File: config.mk
export PLATFORM = sky130hd
export DESIGN_NAME = osdWindowMixer
export DESIGN_NICKNAME = d
export VERILOG_FILES = /design/src/rtl/osdWinPkg.sv /design/src/rtl/winRectCheck.sv /design/src/rtl/winHitCtrl.sv /design/src/rtl/winColourPath.sv /design/src/rtl/osdWindowMixer.sv
export SDC_FILE = /design/constraint.sdc
export NUM_CORES = 1
export LEC_CHECK = 0
export BUFFER_PORTS_ARGS = -buffer_cell sky130_fd_sc_hd__buf_4
export CAP_MARGIN = 0
export CELL_PAD_IN_SITES_DETAIL_PLACEMENT = 1
export CELL_PAD_IN_SITES_GLOBAL_PLACEMENT = 1
export CORE_MARGIN = 3
export CORE_UTILIZATION = 38
export CTS_CLUSTER_SIZE = 24
export DETAILED_ROUTE_END_ITERATION = 12
export GPL_ROUTABILITY_DRIVEN = 0
export PLACE_DENSITY = 0.95
export REMOVE_ABC_BUFFERS = 1
export SETUP_SLACK_MARGIN = 0.1
export SLEW_MARGIN = 20
export SYNTH_ARGS = -nofsm -noshare
export SYNTH_HDL_FRONTEND = slang
export SYNTH_SLANG_ARGS = --single-unit
File: constraint.sdc
create_clock -name clk -period 0.8 [get_ports clk]
set_input_delay 0.08 -clock clk [delete_from_list [all_inputs] [get_ports clk]]
set_output_delay 0.08 -clock clk [all_outputs]
set_load 0.1 [all_outputs]
File: src/rtl/osdWinPkg.sv
package osdWinPkg;
  localparam int WIN_COUNT = 4;
  localparam int RGB_W     = 3;
  localparam int CODE_W    = 2;

  typedef enum logic [RGB_W-1:0] {
    RGB_BLACK   = 3'b000,
    RGB_BLUE    = 3'b001,
    RGB_GREEN   = 3'b010,
    RGB_CYAN    = 3'b011,
    RGB_RED     = 3'b100,
    RGB_MAGENTA = 3'b101,
    RGB_YELLOW  = 3'b110,
    RGB_WHITE   = 3'b111
  } rgbCode_e;

  // Strobes passed from hit detection (control) to colour selection (datapath)
  typedef struct packed {
    logic [WIN_COUNT-1:0] body;
    logic [WIN_COUNT-1:0] shade;
  } winStrobes_t;

  // Band size in pixels or lines for a 2-bit code: 2, 4, 6, 8
  function automatic logic [3:0] spanOfCode(input logic [CODE_W-1:0] code);
    return {1'b0, code, 1'b0} + 4'd2;
  endfunction
endpackage

File: src/rtl/winRectCheck.sv
module winRectCheck
  import osdWinPkg::*;
#(
  parameter int ROW_W  = 4,
  parameter int COL_W  = 5,
  parameter int PIX_W  = 4,
  parameter int LINE_W = 6
) (
  input  logic              clk,
  input  logic              rstN,
  input  logic [ROW_W-1:0]  cellRow,
  input  logic [COL_W-1:0]  cellCol,
  input  logic [PIX_W-1:0]  pixInCell,
  input  logic [LINE_W-1:0] lineInRow,
  input  logic              enable,
  input  logic              shadowEn,
  input  logic [ROW_W-1:0]  rowStart,
  input  logic [ROW_W-1:0]  rowEnd,
  input  logic [COL_W-1:0]  colStart,
  input  logic [COL_W-1:0]  colEnd,
  input  logic [CODE_W-1:0] shadowWCode,
  input  logic [CODE_W-1:0] shadowHCode,
  output logic              bodyHit,
  output logic              shadeHit
);
  logic             validRect;
  logic             rowIn, colIn;
  logic [ROW_W:0]   rowAfter;
  logic [COL_W:0]   colAfter;
  logic [PIX_W-1:0] pixLimit;
  logic [LINE_W-1:0] lineLimit;
  logic             rowBand, colBand;
  logic             rowExt, colExt;

  always_comb begin
    validRect = enable && (rowStart <= rowEnd) && (colStart <= colEnd);
    rowIn     = (cellRow >= rowStart) && (cellRow <= rowEnd);
    colIn     = (cellCol >= colStart) && (cellCol <= colEnd);
    // one extra bit so the band past the last row/column never wraps to 0
    rowAfter  = {1'b0, rowEnd} + (ROW_W+1)'(1);
    colAfter  = {1'b0, colEnd} + (COL_W+1)'(1);
    pixLimit  = PIX_W'(spanOfCode(shadowWCode));
    lineLimit = LINE_W'(spanOfCode(shadowHCode));
    rowBand   = ({1'b0, cellRow} == rowAfter) && (lineInRow < lineLimit);
    colBand   = ({1'b0, cellCol} == colAfter) && (pixInCell < pixLimit);
    rowExt    = rowIn || rowBand;
    colExt    = colIn || colBand;
    bodyHit   = validRect && rowIn && colIn;
    shadeHit  = validRect && shadowEn && rowExt && colExt && !(rowIn && colIn);
  end

  AST_INVERTED_QUIET: assert property (@(posedge clk) disable iff (!rstN)
    ((rowStart > rowEnd) || (colStart > colEnd)) |-> (!bodyHit && !shadeHit));
  AST_DISABLED_QUIET: assert property (@(posedge clk) disable iff (!rstN)
    !enable |-> (!bodyHit && !shadeHit));
  AST_SHADE_NEEDS_ENABLE: assert property (@(posedge clk) disable iff (!rstN)
    shadeHit |-> shadowEn);
  AST_BODY_SHADE_DISJOINT: assert property (@(posedge clk) disable iff (!rstN)
    !(bodyHit && shadeHit));
endmodule

File: src/rtl/winHitCtrl.sv
module winHitCtrl
  import osdWinPkg::*;
#(
  parameter int NUM_WIN = WIN_COUNT,
  parameter int ROW_W   = 4,
  parameter int COL_W   = 5,
  parameter int PIX_W   = 4,
  parameter int LINE_W  = 6
) (
  input  logic                      clk,
  input  logic                      rstN,
  input  logic [ROW_W-1:0]          cellRow,
  input  logic [COL_W-1:0]          cellCol,
  input  logic [PIX_W-1:0]          pixInCell,
  input  logic [LINE_W-1:0]         lineInRow,
  input  logic [NUM_WIN-1:0]        winEnable,
  input  logic [NUM_WIN-1:0]        winShadowEn,
  input  logic [NUM_WIN*ROW_W-1:0]  winRowStart,
  input  logic [NUM_WIN*ROW_W-1:0]  winRowEnd,
  input  logic [NUM_WIN*COL_W-1:0]  winColStart,
  input  logic [NUM_WIN*COL_W-1:0]  winColEnd,
  input  logic [NUM_WIN*CODE_W-1:0] winShadowW,
  input  logic [NUM_WIN*CODE_W-1:0] winShadowH,
  output winStrobes_t               strobes
);
  logic [NUM_WIN-1:0] bodyVec, shadeVec;

  for (genvar w = 0; w < NUM_WIN; w++) begin : gWin
    winRectCheck #(
      .ROW_W(ROW_W), .COL_W(COL_W), .PIX_W(PIX_W), .LINE_W(LINE_W)
    ) uRect (
      .clk        (clk),
      .rstN       (rstN),
      .cellRow    (cellRow),
      .cellCol    (cellCol),
      .pixInCell  (pixInCell),
      .lineInRow  (lineInRow),
      .enable     (winEnable[w]),
      .shadowEn   (winShadowEn[w]),
      .rowStart   (winRowStart[w*ROW_W +: ROW_W]),
      .rowEnd     (winRowEnd[w*ROW_W +: ROW_W]),
      .colStart   (winColStart[w*COL_W +: COL_W]),
      .colEnd     (winColEnd[w*COL_W +: COL_W]),
      .shadowWCode(winShadowW[w*CODE_W +: CODE_W]),
      .shadowHCode(winShadowH[w*CODE_W +: CODE_W]),
      .bodyHit    (bodyVec[w]),
      .shadeHit   (shadeVec[w])
    );
  end

  always_comb begin
    strobes.body  = bodyVec;
    strobes.shade = shadeVec;
  end
endmodule

File: src/rtl/winColourPath.sv
module winColourPath
  import osdWinPkg::*;
#(
  parameter int NUM_WIN = WIN_COUNT
) (
  input  logic                     clk,
  input  logic                     rstN,
  input  winStrobes_t              strobes,
  input  logic                     rowIntensity,
  input  logic [NUM_WIN-1:0]       winIntensity,
  input  logic [NUM_WIN*RGB_W-1:0] winColour,
  input  logic [NUM_WIN*RGB_W-1:0] winShadowColour,
  output logic                     winHit,
  output logic [RGB_W-1:0]         rgbOut,
  output logic                     intensityOut,
  output logic                     shadowHit
);
  logic             selBody, selShade, selInt;
  logic [RGB_W-1:0] selRgb;

  // Scan from lowest rank upward so the lowest index is assigned last and wins
  always_comb begin
    selBody  = 1'b0;
    selShade = 1'b0;
    selRgb   = RGB_BLACK;
    selInt   = rowIntensity;
    for (int i = NUM_WIN-1; i >= 0; i--) begin
      if (strobes.body[i]) begin
        selBody  = 1'b1;
        selShade = 1'b0;
        selRgb   = winColour[i*RGB_W +: RGB_W];
        selInt   = rowIntensity | winIntensity[i];
      end else if (strobes.shade[i]) begin
        selBody  = 1'b0;
        selShade = 1'b1;
        selRgb   = winShadowColour[i*RGB_W +: RGB_W];
        selInt   = rowIntensity | winIntensity[i];
      end
    end
  end

  always_ff @(posedge clk or negedge rstN) begin
    if (!rstN) begin
      winHit       <= 1'b0;
      shadowHit    <= 1'b0;
      rgbOut       <= RGB_BLACK;
      intensityOut <= 1'b0;
    end else begin
      winHit       <= selBody;
      shadowHit    <= selShade;
      rgbOut       <= selRgb;
      intensityOut <= selInt;
    end
  end

  AST_TOP_RANK_WINS: assert property (@(posedge clk) disable iff (!rstN)
    strobes.body[0] |=> (winHit && rgbOut == $past(winColour[RGB_W-1:0])));
  AST_QUIET_IS_BLACK: assert property (@(posedge clk) disable iff (!rstN)
    (!winHit && !shadowHit) |-> (rgbOut == RGB_BLACK));
  AST_HIT_EXCLUSIVE: assert property (@(posedge clk) disable iff (!rstN)
    !(winHit && shadowHit));
  AST_MISS_ROW_INTENSITY: assert property (@(posedge clk) disable iff (!rstN)
    (strobes.body == '0 && strobes.shade == '0) |=>
      (!winHit && !shadowHit && intensityOut == $past(rowIntensity)));
  AST_SHADE_ONLY_LATENCY: assert property (@(posedge clk) disable iff (!rstN)
    (strobes.body == '0 && strobes.shade != '0) |=> shadowHit);
endmodule

File: src/rtl/osdWindowMixer.sv
module osdWindowMixer
  import osdWinPkg::*;
#(
  parameter int ROW_W  = 4,
  parameter int COL_W  = 5,
  parameter int PIX_W  = 4,
  parameter int LINE_W = 6
) (
  input  logic                        clk,
  input  logic                        rstN,
  input  logic [ROW_W-1:0]            cellRow,
  input  logic [COL_W-1:0]            cellCol,
  input  logic [PIX_W-1:0]            pixInCell,
  input  logic [LINE_W-1:0]           lineInRow,
  input  logic                        rowIntensity,
  input  logic [WIN_COUNT-1:0]        winEnable,
  input  logic [WIN_COUNT-1:0]        winIntensity,
  input  logic [WIN_COUNT-1:0]        winShadowEn,
  input  logic [WIN_COUNT*ROW_W-1:0]  winRowStart,
  input  logic [WIN_COUNT*ROW_W-1:0]  winRowEnd,
  input  logic [WIN_COUNT*COL_W-1:0]  winColStart,
  input  logic [WIN_COUNT*COL_W-1:0]  winColEnd,
  input  logic [WIN_COUNT*RGB_W-1:0]  winColour,
  input  logic [WIN_COUNT*RGB_W-1:0]  winShadowColour,
  input  logic [WIN_COUNT*CODE_W-1:0] winShadowW,
  input  logic [WIN_COUNT*CODE_W-1:0] winShadowH,
  output logic                        winHit,
  output logic [RGB_W-1:0]            rgbOut,
  output logic                        intensityOut,
  output logic                        shadowHit
);
  localparam int NUM_WIN = WIN_COUNT;

  winStrobes_t strobes;

  winHitCtrl #(
    .NUM_WIN(NUM_WIN), .ROW_W(ROW_W), .COL_W(COL_W), .PIX_W(PIX_W), .LINE_W(LINE_W)
  ) uCtrl (
    .clk        (clk),
    .rstN       (rstN),
    .cellRow    (cellRow),
    .cellCol    (cellCol),
    .pixInCell  (pixInCell),
    .lineInRow  (lineInRow),
    .winEnable  (winEnable),
    .winShadowEn(winShadowEn),
    .winRowStart(winRowStart),
    .winRowEnd  (winRowEnd),
    .winColStart(winColStart),
    .winColEnd  (winColEnd),
    .winShadowW (winShadowW),
    .winShadowH (winShadowH),
    .strobes    (strobes)
  );

  winColourPath #(.NUM_WIN(NUM_WIN)) uPath (
    .clk            (clk),
    .rstN           (rstN),
    .strobes        (strobes),
    .rowIntensity   (rowIntensity),
    .winIntensity   (winIntensity),
    .winColour      (winColour),
    .winShadowColour(winShadowColour),
    .winHit         (winHit),
    .rgbOut         (rgbOut),
    .intensityOut   (intensityOut),
    .shadowHit      (shadowHit)
  );
endmodule

==> results of run 1 <==
-- final timing paths --
check,from,endpoint,slack (ps),cells after the start
worst max-delay path,winColEnd[15],uPath.shadowHit$_DFF_PN0_,-1840,12
worst min-delay path,rowIntensity,uPath.intensityOut$_DFF_PN0_,70,3
max in group asynchronous,rstN,uPath.intensityOut$_DFF_PN0_,470,2
min in group asynchronous,rstN,uPath.rgbOut[1]$_DFF_PN0_,210,2
-- report_power, final --
part | switching (mW) | total [mW] | internal (mW)
combinational | 2.91 | 5.28 | 2.38
clock | 0.207 | 0.852 | 0.645
sequential | 0.0282 | 0.360 | 0.332
-- state kept, by name (all words and copies together) (netlist names) --
name / cells
uPath.winHit: 1
uPath.intensityOut: 1
uPath.shadowHit: 1
uPath.rgbOut: 3
-- cell usage after synthesis, types with 5 or more instances --
| library cell | n | area [sq um] |
|---|---|---|
| a211oi_1 | 8 | 60.1 |
| a2bb2oi_1 | 6 | 52.6 |
| nor2b_1 | 15 | 93.8 |
| nor2_1 | 23 | 86.3 |
| nand4_1 | 14 | 87.6 |
| inv_1 | 88 | 330 |
| and4_1 | 5 | 43.8 |
| mux2i_1 | 5 | 50.1 |
| xor2_1 | 18 | 158 |
| o21a_1 | 7 | 52.6 |
| o211ai_1 | 5 | 37.5 |
| ha_1 | 140 | 1750 |
| o21ai_1 | 8 | 40.0 |
| xnor2_1 | 19 | 166 |
| nand2b_1 | 11 | 68.8 |
| o21ai_0 | 33 | 165 |
| nor3_1 | 10 | 50.1 |
| and3_1 | 8 | 50.1 |
| nand2_1 | 26 | 97.6 |
| dfrtp_1 | 6 | 150 |
| nand3_1 | 21 | 105 |
| a21oi_1 | 41 | 205 |
-- cell type report --
class / instances / area (sq um)
clock buffer: 3 / 75.1
multi-input combinational: 494 / 4600
sequential: 6 / 150
timing repair buffer: 279 / 2220
inverter: 89 / 342
tap: 143 / 179
fill: 1332 / 4000
-- worst max-delay path, delay by kind of cell --
| family | cells | cell delay [ps] |
|---|---|---|
| AOI/OAI and AO/OA | 3 | 700 |
| adders and majority gates | 1 | 260 |
| buffers and inverters | 4 | 510 |
| muxes | 1 | 350 |
| and+or+nand+nor | 3 | 880 |
-- metrics by stage --
step	hold WS, ps	instance area, sq um	power [mW]
floorplan	-216	4510	2.25
global placement	-113	6640	3.84
detailed placement	-110	6640	4.25
CTS	49.6	7370	5.60
global route	64.9	7560	6.71
finish	70.8	7560	6.50
-- logic make-up after synthesis --
| family | count (synthesis) | synth area share, % |
|---|---|---|
| mux | 9 | 2.18 |
| xor+xnor | 37 | 7.14 |
| flops | 6 | 3.31 |
| fa+ha+maj | 140 | 38.6 |
| simple gates | 158 | 19.4 |
| compound gates | 150 | 21.5 |
| buf+inv | 94 | 7.89 |
-- routing by layer --
layer / up-vias / routed length (um) / track usage [%]
met4: 0 / 3860 / 33.0
met3: 329 / 2650 / 9.26
met5: - / 0 / 0
met1: 3150 / 9980 / 37.7
li1: 2737 / - / -
met2: 640 / 14700 / 74.3
-- timing repair --
item                                   in CTS  in global routing
buffers inserted                           15                  4
setup endpoints to repair                  12                 12
pin swaps                                  38                 26
gates resized for setup                   105                 34
endpoints found under the hold margin       6                  0
hold buffers                                1                  0
==> summary.md, run 1 <==
| Metric | Value |
|---|---|
| Most frequent cells in the layout | `buf_4 (261), ha_1 (124), inv_1 (83)` |
| Port buffer count | `about 150` |
| Yosys warns | `0` |
| Width of the die | `approximately 120 um` |
| # diodes | `0` |
| Final ANT Viol Nets | `0` |
| Util after Layout | `65.4%` |
| HPWL after DPL | `17.7 mm` |
| Gate Count Post-Synth | `594` |
| Initial antenna violation count | `0` |
| Die height | `approximately 120 um` |
| Cell variety after synth | `63` |
| Sum Neg Setup Slack | `-11390 ps` |
| Total Routing Usage GR | `40.4%` |
| Vias | `6856` |
| HP Class | `in2reg` |
| Post-synthesis async set-or-reset flop share | `100%` |
| Fin crit period | `around 2600 ps` |
| Status | `finished with violations` |
| Vias/cell | `just under 7` |
| RSZ-0062 raised after global routing | `yes` |
| Max Slew Vio Count | `0` |
| Largest fanout on the critical path | `5` |
| Total Routed Length | `31.2 mm` |
| Layout cell share with drive strength beyond 1 | `roughly 43%` |
| LEAKAGE | `3.83 nW` |
| FF+latch count, synth | `6` |
| Setup violators final | `12` |
| Max Clk Rate | `379 MHz` |
| Peak VDD IR | `0.867 mV` |
| Max-cap violations | `0` |
| Core Footprint | `11600 sq um` |
| Final Net Count | `1159` |
| Non-Filler Instances | `between 1000 and 1500` |
| Root buf cell | `clkbuf_16` |
| Worst Setup Start Kind | `input pin` |
| Place WS | `-2100 ps` |
| Crit. End Element | `flip-flop` |
| Syn Area/Cell | `7.64 sq um` |
| IO Pins | `152` |
| Sink Count | `6` |
| Remaining routing DRC violations | `0` |
| Row count | `39` |
| Crit path DAT | `around 2800 ps` |
| CP Cell Sequence | `buf_4, ha_1, nand3_1, nor3b_1, o2111ai_2, mux2_4, nor3b_4, buf_6, buf_4, buf_4, o211ai_1, a21oi_2` |
| Ys flop type | `dfrtp_1` |
| Pre-Repair DR Iteration Count | `5` |
| Area Growth Syn to Fin | `66.7%` |
| Cts bufs inserted | `3` |
| Synthesized cell area | `roughly 4500 sq um` |
| PnR worst setup slack | `-1840 ps` |
| Ratio of total power to cell area | `859 nW/um^2` |
| Global route overflow | `0` |
| EDFF count, synth | `0` |
| Worst rel slew slack | `58.2%` |
| Crit path top cell by count | `buf_4` |
| Final Hold Vio Count | `0` |
| Req. time, crit path | `between 900 and 1000 ps` |
| H-tree levels | `1` |
| Initial drt markers | `495` |
| Final worst path period share | `330%` |
| Crit path max-delay cell type | `nor3b_1` |
| Max stage delay on crit path | `540 ps` |
| Most common cell after layout, fill and taps aside | `buf_4` |
| Vias in the first global route | `7541` |
| First-pass GRT wire length | `41.0 mm` |
| Critical path class | `in2reg` |
| Initial core utilization | `between 30 and 40%` |
| CTS tree | `yes` |
| Largest net degree at the start of global routing | `11` |
| Reg clk slew, reported paths | `40 ps` |
| Clock tree buffer depth | `2` |
| Routed len/inst | `30.8 um` |
| Tightest Pin Transition | `626 ps` |
| Placed cells | `991` |
| Die footprint | `approximately 13000 sq um` |
| Failing checks | `setup timing` |
| Register area share after synthesis | `3.31%` |
(Power assumes the default switching activity.)
==> run 2: changes to the inputs <==
Settings changed: ABC_AREA set to 1, CORE_UTILIZATION 38 to 36, PLACE_DENSITY 0.95 to 0.94.
==> summary.md, run 2 <==
| Metric | Value |
|---|---|
| Total Routed Length | `23.0 mm (-26%)` |
| Vias | `6378 (-7.0%)` |
| Final worst path period share | `259% (-71 points)` |
| Vias/cell | `5.47 (-19%)` |
| PnR worst setup slack | `-1270 ps (+568 ps)` |
| Peak VDD IR | `0.677 mV (-22%)` |
| Reg clk slew, reported paths | `40 ps (about the same)` |
| FF/Latch Area | `150 sq um (unchanged)` |
| Gate Count Post-Synth | `747 (+26%)` |
| Post-synthesis async set-or-reset flop share | `100% (unchanged)` |
| Remaining routing DRC violations | `0 (unchanged)` |
| Routing usage on met2 | `53.4% (-21 points)` |
| Row count | `41 (+5.1%)` |
| Status | `finished with violations` |
| Most frequent cells in the layout | `buf_4 (224), nand2_1 (143), inv_1 (134)` |
| Final Power | `5.72 mW (-12%)` |
| Max Clk Rate | `482 MHz (+27%)` |
| Place WS | `-1510 ps (+588 ps)` |
| Routed len/inst | `19.8 um (-36%)` |
| Layout cell share with drive strength beyond 1 | `37.7% (-5.4 points)` |
| FF+latch count, synth | `6 (unchanged)` |
| Post-synth top area share | `37.0% (-1.6 points)` |
| Post-Place Cell Area | `6710 sq um (+1.1%)` |
| LEAKAGE | `4.20 nW (+9.7%)` |
| Total Routing Usage GR | `26.7% (-14 points)` |
| Register area share after synthesis | `3.17% (-0.14 points)` |
| Largest fanout on the critical path | `6 (+1)` |
| Clock tree buffer depth | `2 (unchanged)` |
| Syn Area/Cell | `6.34 sq um (-17%)` |
| Multi-input gate area | `4490 sq um (-2.3%)` |
| Core Footprint | `12700 sq um (+10%)` |
| Reg with most FFs | `uPath.rgbOut` |
| Width of the die | `121 um (+4.7%)` |
| Worst Setup Start Kind | `input pin` |
| Initial core utilization | `37.2% (-2.0 points)` |
| Vias in the first global route | `6979 (-7.5%)` |
| RSZ-0062 raised after global routing | `yes` |
| Die footprint | `14600 sq um (+9.7%)` |
| Tightest Pin Transition | `331 ps (-295 ps)` |
| M3 GR Usage | `3.79% (-5.5 points)` |
| Max-cap violations | `0 (unchanged)` |
| Initial antenna violation count | `0 (unchanged)` |
| Worst hold path cell count | `3 (unchanged)` |
| Die height | `121 um (+4.7%)` |
| IO Pins | `152 (unchanged)` |
| Final ANT Viol Nets | `0 (unchanged)` |
| Post-route cell area | `7540 sq um (-0.30%)` |
| HP Start | `rowIntensity` |
| Max Slew Vio Count | `0 (unchanged)` |
| Synthesized cell area | `4740 sq um (+4.4%)` |
| Met1 Use GR | `27.7% (-10 points)` |
| Count leader, synth | `nand2_1` |
| Global route overflow | `0 (unchanged)` |
| Worst rel slew slack | `77.7% (+20 points)` |
| Most common cell after layout, fill and taps aside | `buf_4` |
| Cell variety after synth | `35 (-44%)` |
| Ys flop type | `dfrtp_1` |
| Setup violators final | `12 (unchanged)` |
| Critical path class | `in2reg` |
| Area Growth Syn to Fin | `59.1%` |
| GR peak layer | `met2` |
| Req. time, crit path | `960 ps (+20 ps)` |
| EDFF count, synth | `0 (unchanged)` |
| Final Hold Vio Count | `0 (unchanged)` |
| H-tree levels | `1 (unchanged)` |
| First-pass GRT wire length | `32.0 mm (-22%)` |
| Port buffer count | `149 (unchanged)` |
| # diodes | `0 (unchanged)` |
| Area contributors post-synth | `ha_1 (37%), nand2_1 (13%), inv_1 (12%)` |
| Leading area contributor after synthesis | `ha_1` |
| Max reg flops | `3 (unchanged)` |
| HP Class | `in2reg` |
| Filler Cells Inserted | `1675 (+26%)` |
| Crit. End Element | `flip-flop` |
| Sink Count | `6 (unchanged)` |
| Yosys warns | `0 (unchanged)` |
| Largest net degree at the start of global routing | `14 (+3)` |
| Cts bufs inserted | `3 (unchanged)` |
| Crit path DAT | `2240 ps (-550 ps)` |
| Fin crit period | `2070 ps (-568 ps)` |
| Worst hold endpoint | `uPath.intensityOut$_DFF_PN0_` |
| Ratio of total power to cell area | `759 nW/um^2 (-12%)` |
| Failing checks | `setup timing` |
| HPWL after DPL | `16.9 mm (-4.2%)` |
| CTS tree | `yes` |
| Final Net Count | `1281 (+11%)` |
| Top post-synthesis cells by count | `nand2_1 (161), inv_1 (154), ha_1 (140)` |
| Root buf cell | `clkbuf_16` |
| Pre-Repair DR Iteration Count | `5 (unchanged)` |
| Initial drt markers | `237 (-52%)` |
-- run 2: cell types whose count changed in the layout (fill, tap and decap cells not counted), moves of 14 or more --
| cell | before | now |
|---|---|---|
| nand3_1 | 21 | 49 |
| inv_2 | 4 | 22 |
| nor2b_1 | 14 | 0 |
| nand2_1 | 25 | 143 |
| buf_4 | 261 | 224 |
| inv_1 | 83 | 134 |
| nand2_2 | 1 | 19 |
-- run 2: how the worst max path moves through the flow --
stage / startpoint / cells after the start / endpoint
detailed placement: winShadowH[4] / 18 / uPath.intensityOut$_DFF_PN0_
finish: cellCol[0] / 19 / uPath.rgbOut[2]$_DFF_PN0_
global route: winShadowW[4] / 16 / uPath.rgbOut[0]$_DFF_PN0_
CTS: cellCol[0] / 18 / uPath.intensityOut$_DFF_PN0_
floorplan: winShadowH[4] / 17 / uPath.rgbOut[0]$_DFF_PN0_
global placement: cellCol[0] / 17 / uPath.intensityOut$_DFF_PN0_
-- run 2: cells by family (layout without fill, tap and decap cells) --
logic type	after synthesis	after routing	synth area share, %
flip-flops	6	6	3.17
AND/OR/NAND/NOR	312	312	30.3
adder cells (fa/ha/maj)	140	140	37.0
buffers and inverters	163	409	12.9
XOR/XNOR	22	22	4.07
AO/OA/AOI/OAI	104	104	12.6
-- run 2: worst max-delay path: stages --
cell        delay, ps
buf_6              80
clkinvlp_4         90
buf_12            150
ha_4              250
nor2_2             90
nand2_1            80
nor2_1            150
nand3_1           100
nor2_1            130
nand3_1           130
nand2_2           160
nand3_4           120
inv_2              90
nand2_1            60
nand2_2            80
nand2_2            80
nand4_1            90
nand2_1            80
a21oi_2           130
-- run 2: timing repair --
action / in CTS / in global routing
hold buffers: 1 / 0
setup endpoints to repair: 12 / 12
resized for setup: 47 / 107
pin swaps: 20 / 87
setup buffers: 2 / 12
endpoints found under the hold margin: 6 / 0
-- run 2: metal layers --
metal,wire length [um],vias to the layer above
met1,8260,3044
met2,12400,246
li1,-,2986
met3,1140,102
met4,1210,0
met5,0,-
-- run 2: power by group --
part / internal [mW] / switching [mW] / total [mW]
Sequential: 0.329 / 0.0199 / 0.349
Clock: 0.645 / 0.202 / 0.847
Combinational: 2.04 / 2.49 / 4.53
-- run 2: layout make-up --
| type | instances | share of cell area (%) |
|---|---|---|
| Sequential cell | 6 | 1.99 |
| Inverter | 162 | 8.33 |
| Multi-Input combinational cell | 578 | 59.5 |
| Clock buffer | 3 | 0.996 |
| Tap cell | 172 | 2.85 |
| Timing Repair Buffer | 244 | 26.3 |
-- run 2: metrics by stage --
stage / util [%] / instances / hold WS [ps] / TNS, ps
floorplan: - / 746 / -216 / -6250
global placement: 52.7 / 1147 / -110 / -7720
detailed placement: 52.7 / 1147 / -108 / -8460
CTS: 54.9 / 1153 / 52.9 / -6870
global route: 59.3 / 1165 / 59.7 / -8590
finish: 59.3 / 1165 / 45.0 / -7590
